## config.mk

```make
export PLATFORM = sky130hd
export DESIGN_NAME = dwire_sensor_tx
export DESIGN_NICKNAME = d
export VERILOG_FILES = /design/src/rtl/dws_pkg.sv /design/src/rtl/dws_sync.sv /design/src/rtl/dws_timer.sv /design/src/rtl/dws_low_meter.sv /design/src/rtl/dwire_sensor_tx.sv
export SDC_FILE = /design/constraint.sdc
export NUM_CORES = 1
export LEC_CHECK = 0
export BUFFER_PORTS_ARGS = -buffer_cell sky130_fd_sc_hd__buf_4
export CAP_MARGIN = 10
export CORE_UTILIZATION = 30
export DETAILED_ROUTE_END_ITERATION = 8
export MAX_ROUTING_LAYER = met4
export PLACE_DENSITY = 0.57
export SYNTH_ARGS = -nofsm -noshare
export SYNTH_HDL_FRONTEND = slang
export SYNTH_SLANG_ARGS = --single-unit
```

## constraint.sdc

```tcl
create_clock -name clk -period 3.9 [get_ports clk]
set_clock_uncertainty 0.1 [all_clocks]
set_input_delay 0.195 -clock clk [delete_from_list [all_inputs] [get_ports clk]]
set_output_delay 0.195 -clock clk [all_outputs]
set_load 0.03 [all_outputs]
```

## src/rtl/dws_pkg.sv

```systemverilog
package dws_pkg;

  typedef enum logic [2:0] {
    ST_IDLE,
    ST_GAP,
    ST_PRE_LO,
    ST_PRE_HI,
    ST_BIT_LO,
    ST_BIT_HI,
    ST_TAIL_LO
  } dws_state_e;

  // duration in ns converted to a cycle count for a given clock period
  function automatic int dur_cycles(input int ns, input int clk_ns);
    return ns / clk_ns + 1;
  endfunction

endpackage

```

## src/rtl/dws_sync.sv

```systemverilog
module dws_sync #(
  parameter int STAGES = 2
) (
  input  logic clk,
  input  logic rst_n,
  input  logic d,
  output logic q,
  output logic rise
);
  // sh[STAGES-1:0] synchronizer, sh[STAGES] previous synchronized level
  logic [STAGES:0] sh_q, sh_d;

  always_comb begin
    sh_d = {sh_q[STAGES-1:0], d};
  end

  always_ff @(posedge clk or negedge rst_n) begin
    if (!rst_n) sh_q <= '1;   // idle line is high
    else        sh_q <= sh_d;
  end

  assign q    = sh_q[STAGES-1];
  assign rise = sh_q[STAGES-1] & ~sh_q[STAGES];
endmodule

```

## src/rtl/dws_timer.sv

```systemverilog
module dws_timer #(
  parameter int TW = 8
) (
  input  logic          clk,
  input  logic          rst_n,
  input  logic          load,
  input  logic [TW-1:0] load_val,
  output logic          zero
);
  logic [TW-1:0] cnt_q, cnt_d;

  always_comb begin
    cnt_d = cnt_q;
    if (load)              cnt_d = load_val;
    else if (cnt_q != '0)  cnt_d = cnt_q - 1'b1;
  end

  always_ff @(posedge clk or negedge rst_n) begin
    if (!rst_n) cnt_q <= '0;
    else        cnt_q <= cnt_d;
  end

  assign zero = (cnt_q == '0);
endmodule

```

## src/rtl/dws_low_meter.sv

```systemverilog
module dws_low_meter #(
  parameter int TW    = 8,
  parameter int LIMIT = 100
) (
  input  logic          clk,
  input  logic          rst_n,
  input  logic          en,
  input  logic          level,
  output logic [TW-1:0] cnt,
  output logic          sat
);
  localparam logic [TW-1:0] LIM = TW'(LIMIT);
  logic [TW-1:0] cnt_q, cnt_d;

  always_comb begin
    cnt_d = cnt_q;
    if (!en || level)     cnt_d = '0;
    else if (cnt_q != LIM) cnt_d = cnt_q + 1'b1;
  end

  always_ff @(posedge clk or negedge rst_n) begin
    if (!rst_n) cnt_q <= '0;
    else        cnt_q <= cnt_d;
  end

  assign cnt = cnt_q;
  assign sat = (cnt_q == LIM);
endmodule

```

## src/rtl/dwire_sensor_tx.sv

```systemverilog
module dwire_sensor_tx
  import dws_pkg::*;
#(
  parameter int CLK_NS = 83,
  parameter int WORD_W = 40
) (
  input  logic              clk,
  input  logic              rst_n,
  input  logic              bus_in,
  input  logic [WORD_W-1:0] word_in,
  output logic              pull_low,
  output logic              busy,
  output logic              done
);
  localparam int C_START = dur_cycles(500000, CLK_NS);
  localparam int C_WAIT  = dur_cycles(40000, CLK_NS);
  localparam int C_PRE   = dur_cycles(80000, CLK_NS);
  localparam int C_SLOT  = dur_cycles(50000, CLK_NS);
  localparam int C_ZERO  = dur_cycles(24000, CLK_NS);
  localparam int C_ONE   = dur_cycles(68000, CLK_NS);
  localparam int TW      = $clog2(C_START + 1);
  localparam int IW      = $clog2(WORD_W);

  localparam logic [TW-1:0] LD_WAIT = TW'(C_WAIT - 1);
  localparam logic [TW-1:0] LD_PRE  = TW'(C_PRE - 1);
  localparam logic [TW-1:0] LD_SLOT = TW'(C_SLOT - 1);
  localparam logic [TW-1:0] LD_ZERO = TW'(C_ZERO - 1);
  localparam logic [TW-1:0] LD_ONE  = TW'(C_ONE - 1);
  localparam logic [IW-1:0] IDX_TOP = IW'(WORD_W - 1);

  dws_state_e        st_q, st_d;
  logic [WORD_W-1:0] word_q;
  logic [IW-1:0]     idx_q, idx_d;
  logic              done_q, fin;
  logic              accept, tmr_ld, tmr_zero;
  logic [TW-1:0]     tmr_val;
  logic              bus_s, bus_rise, lo_sat;
  logic [TW-1:0]     lo_cnt;

  dws_sync #(.STAGES(2)) u_sync (
    .clk(clk), .rst_n(rst_n), .d(bus_in), .q(bus_s), .rise(bus_rise)
  );

  dws_low_meter #(.TW(TW), .LIMIT(C_START)) u_meter (
    .clk(clk), .rst_n(rst_n), .en(st_q == ST_IDLE), .level(bus_s),
    .cnt(lo_cnt), .sat(lo_sat)
  );

  dws_timer #(.TW(TW)) u_timer (
    .clk(clk), .rst_n(rst_n), .load(tmr_ld), .load_val(tmr_val),
    .zero(tmr_zero)
  );

  // next-state logic
  always_comb begin
    st_d    = st_q;
    idx_d   = idx_q;
    tmr_ld  = 1'b0;
    tmr_val = '0;
    accept  = 1'b0;
    fin     = 1'b0;
    unique case (st_q)
      ST_IDLE: if (bus_rise && lo_sat) begin
        st_d = ST_GAP; tmr_ld = 1'b1; tmr_val = LD_WAIT;
        accept = 1'b1; idx_d = IDX_TOP;
      end
      ST_GAP: if (tmr_zero) begin
        st_d = ST_PRE_LO; tmr_ld = 1'b1; tmr_val = LD_PRE;
      end
      ST_PRE_LO: if (tmr_zero) begin
        st_d = ST_PRE_HI; tmr_ld = 1'b1; tmr_val = LD_PRE;
      end
      ST_PRE_HI: if (tmr_zero) begin
        st_d = ST_BIT_LO; tmr_ld = 1'b1; tmr_val = LD_SLOT;
      end
      ST_BIT_LO: if (tmr_zero) begin
        st_d = ST_BIT_HI; tmr_ld = 1'b1;
        tmr_val = word_q[idx_q] ? LD_ONE : LD_ZERO;
      end
      ST_BIT_HI: if (tmr_zero) begin
        tmr_ld = 1'b1; tmr_val = LD_SLOT;
        if (idx_q == '0) st_d = ST_TAIL_LO;
        else begin
          st_d  = ST_BIT_LO;
          idx_d = idx_q - 1'b1;
        end
      end
      ST_TAIL_LO: if (tmr_zero) begin
        st_d = ST_IDLE; fin = 1'b1;
      end
      default: st_d = ST_IDLE;
    endcase
  end

  // registers
  always_ff @(posedge clk or negedge rst_n) begin
    if (!rst_n) begin
      st_q   <= ST_IDLE;
      idx_q  <= '0;
      done_q <= 1'b0;
    end else begin
      st_q   <= st_d;
      idx_q  <= idx_d;
      done_q <= fin;
    end
  end

  always_ff @(posedge clk or negedge rst_n) begin
    if (!rst_n)      word_q <= '0;
    else if (accept) word_q <= word_in;
  end

  assign pull_low = (st_q == ST_PRE_LO) || (st_q == ST_BIT_LO) ||
                    (st_q == ST_TAIL_LO);
  assign busy     = (st_q != ST_IDLE);
  assign done     = done_q;
endmodule

```

==> reports/results.tsv <==
metric	value	unit
Sum Neg Setup Slack	0	ns
Synth top cells by count	dfrtp_1, mux2_2, nor2_1	
met2 global-route usage	21.6	%
Synth top area share	47.6	%
Worst slew margin	33.9	%
maximum vdd drop	0.283	mV
row cnt	41	
Max stage delay cell, worst path	nor2_4	
gr busiest metal	met2	
Hold Violations, Final	0	
WL final	8640	um
cts hold-fix bufs	41	
fin nets	478	
Post-CTS Resized	0	
Wirelength per Cell	14.2	um
Seq cells post-synth	79	
Starting Density	31.2	%
DIE AREA	13800	um^2
Main synth FF type	dfrtp_1	
vias	2950	
power density cells	336	nW/um^2
average vias per placed instance	4.85	
CTS buffer count	9	
Starting DRT DRC Count	133	
CTS root buf	clkbuf_16	
count of different cell masters after synthesis	58	
unrepaired setup endpoints after global routing	no	
Final HPWL DP	5720	um
Placer Congestion	0.776	
DRC viols	0	
GRT met3 Usage	3.31	%
first-pass GRT wire length	14800	um
# diodes	0	
vias in the first global route	2979	
die width	117	um
Combinational Power Share	5.2	%
Clock transition at path regs	0.06	ns
P_int	1.38	mW
Synth area leader	dfrtp_1	
DP Worst Slack	1.23	ns
leakage power	2.38	nW
Detail Route Antenna Nets	0	
clk_lat worst skew	0.34	ns
max-cap violation count	0	
clk sinks	79	
FMAX	0.378	GHz
max-slew violations	0	
drt first pass iters	4	
CTS tree	yes	
status	finished clean	
sw frac	21.3	%
Post-synth ARST share	100	%
Setup Fix Bufs, Post-CTS	0	
top cells by area, synth	dfrtp_1, mux2_2, mux4_2, nor2_1, xor2_1	
post-synth net total	400	
crit path DAT	2.77	ns
Synth Warn #	0	
GRT Total Usage	13.8	%
sequential share of the synthesized area	49.6	%
met1 usage	17.5	%
PortBufs	45	
die extent in y	117	um
HP Class	reg -> reg	
initial antenna violation count	0	
FF-to-FF setup slack	1.26	ns
synth-to-layout area growth	30.2	%
Critical Path Max Stage Delay	0.62	ns
Clock power frac	47.4	%
Reg power frac	47.4	%
cell count after synthesis	353	
Cell Area, Synth	4000	um^2
number of flops mapped to enable cells by yosys	0	
crit path launch type	flip-flop	
syn avg cell area	11.3	um^2
# setup viols final	0	
Worst setup EP type	flip-flop	
clock tree buffer depth	2	
GR Overflow Total	0	
core box area	12800	um^2
Net Sw Power	373	uW
Worst Tran Pin Value	0.992	ns
critical path required time	4.02	ns
overall power	1.75	mW
buffer and inverter count on the worst path	2	
Tcrit/Tclk final	67.7	%
Final min period	2.64	ns
Crit Path Class	reg -> reg	
Largest delay share family, worst path	simple AND/OR/NAND/NOR gates	
crit-path cells	inv_1 -> ha_1 -> nor4bb_1 -> nand3_1 -> nor2_4 -> buf_12 -> mux2_2	
most frequent cell after synthesis	dfrtp_1	
critical path peak fanout	26	
H-tree Lvls	3	
layout cells sized above 1	29.8	%
# IOs	46	
largest net degree at the start of global routing	80	
final setup margin	1.26	ns
-- metrics by stage --
step	hold slack [ns]	utilization, %	cells	instance area [um^2]
after detailed placement	0.218	35.0	550	4490
after global routing	0.266	40.5	608	5200
after floorplan	-0.201	-	353	4000
after CTS	0.00170	40.5	607	5190
after global placement	0.215	35.0	550	4490
final	0.264	40.5	608	5200
-- kinds of logic (layout without fill, tap and decap cells) --
logic type / count (synthesis) / after routing / synth area share [%]
compound gates: 60 / 60 / 10.2
xor+xnor: 18 / 18 / 3.95
fa+ha+maj: 5 / 5 / 1.50
buf+inv: 32 / 115 / 3.19
flops: 79 / 79 / 49.6
mux: 52 / 52 / 16.9
simple gates: 107 / 107 / 14.7
-- sequential cells by signal, summed over array words and instances, names as in the netlist --
register and flops:
word_q 40, u_meter.cnt 13, u_timer.cnt_q 13, idx_q 6
st_q 3, u_sync.sh_q 3, done 1
-- path summary, 6_finish.rpt --
check | startpoint | endpoint | cells after the start
worst max register to register | u_meter.cnt[1]$_DFFE_PN0P_ | word_q[37]$_DFFE_PN0P_ | 7
worst min register to register | u_sync.sh_q[0]$_DFF_PN1_ | u_sync.sh_q[1]$_DFF_PN1_ | 0
worst max-delay path | u_meter.cnt[1]$_DFFE_PN0P_ | word_q[37]$_DFFE_PN0P_ | 7
min in group asynchronous | rst_n | word_q[4]$_DFFE_PN0P_ | 2
worst min-delay path | u_sync.sh_q[0]$_DFF_PN1_ | u_sync.sh_q[1]$_DFF_PN1_ | 0
max in group asynchronous | rst_n | u_timer.cnt_q[7]$_DFFE_PN0P_ | 2
-- area by class of cell --
cell class | count | area [um^2]
fillers | 1232 | 7620
flip-flops and latches | 79 | 1980
multi-input cells | 242 | 1890
repair buffers | 88 | 778
clock buffers | 10 | 229
well taps | 172 | 215
clock inverters | 6 | 61.3
inverters | 11 | 41.3
-- power by group through the flow --
stage | Clock (mW) | Combinational [mW] | Sequential (mW)
2_1_floorplan | 0 | 0.00810 | 0.843
3_3_place_gp | 0 | 0.0593 | 0.843
3_5_place_dp | 0 | 0.0596 | 0.843
4_1_cts | 0.851 | 0.0925 | 0.829
5_1_grt | 0.886 | 0.101 | 0.829
6_report | 0.829 | 0.0910 | 0.829
-- cells in the final DEF (no fill, tap or decap), drive strengths merged, types with 2 or more instances in the layout --
cell type / instances
dfrtp: 76
buf: 46
mux2: 43
dlygate4sd3: 42
nor2: 30
nand2: 18
a21oi: 15
o21ai: 13
inv: 11
nand3: 10
xor2: 10
clkbuf: 10
or3: 9
nor3: 8
mux4: 8
xnor2: 8
nand2b: 7
or2: 6
o31ai: 4
ha: 4
clkinv: 4
a32oi: 3
o22a: 3
dfstp: 3
or4: 3
nor4: 3
nor4bb: 2
nor4b: 2
nand3b: 2
o22ai: 2
o2111ai: 2
a2111oi: 2
nor3b: 2
o311ai: 2
a31oi: 2
a211oi: 2
nand4: 2
-- routing by layer --
| layer | routed length (um) | share of wire (%) |
|---|---|---|
| met1 | 4110 | 48 |
| met2 | 4120 | 48 |
| met3 | 294 | 3.4 |
| met4 | 122 | 1.4 |
| met5 | 0 | 0 |
Power figures use the tool's default switching activity.
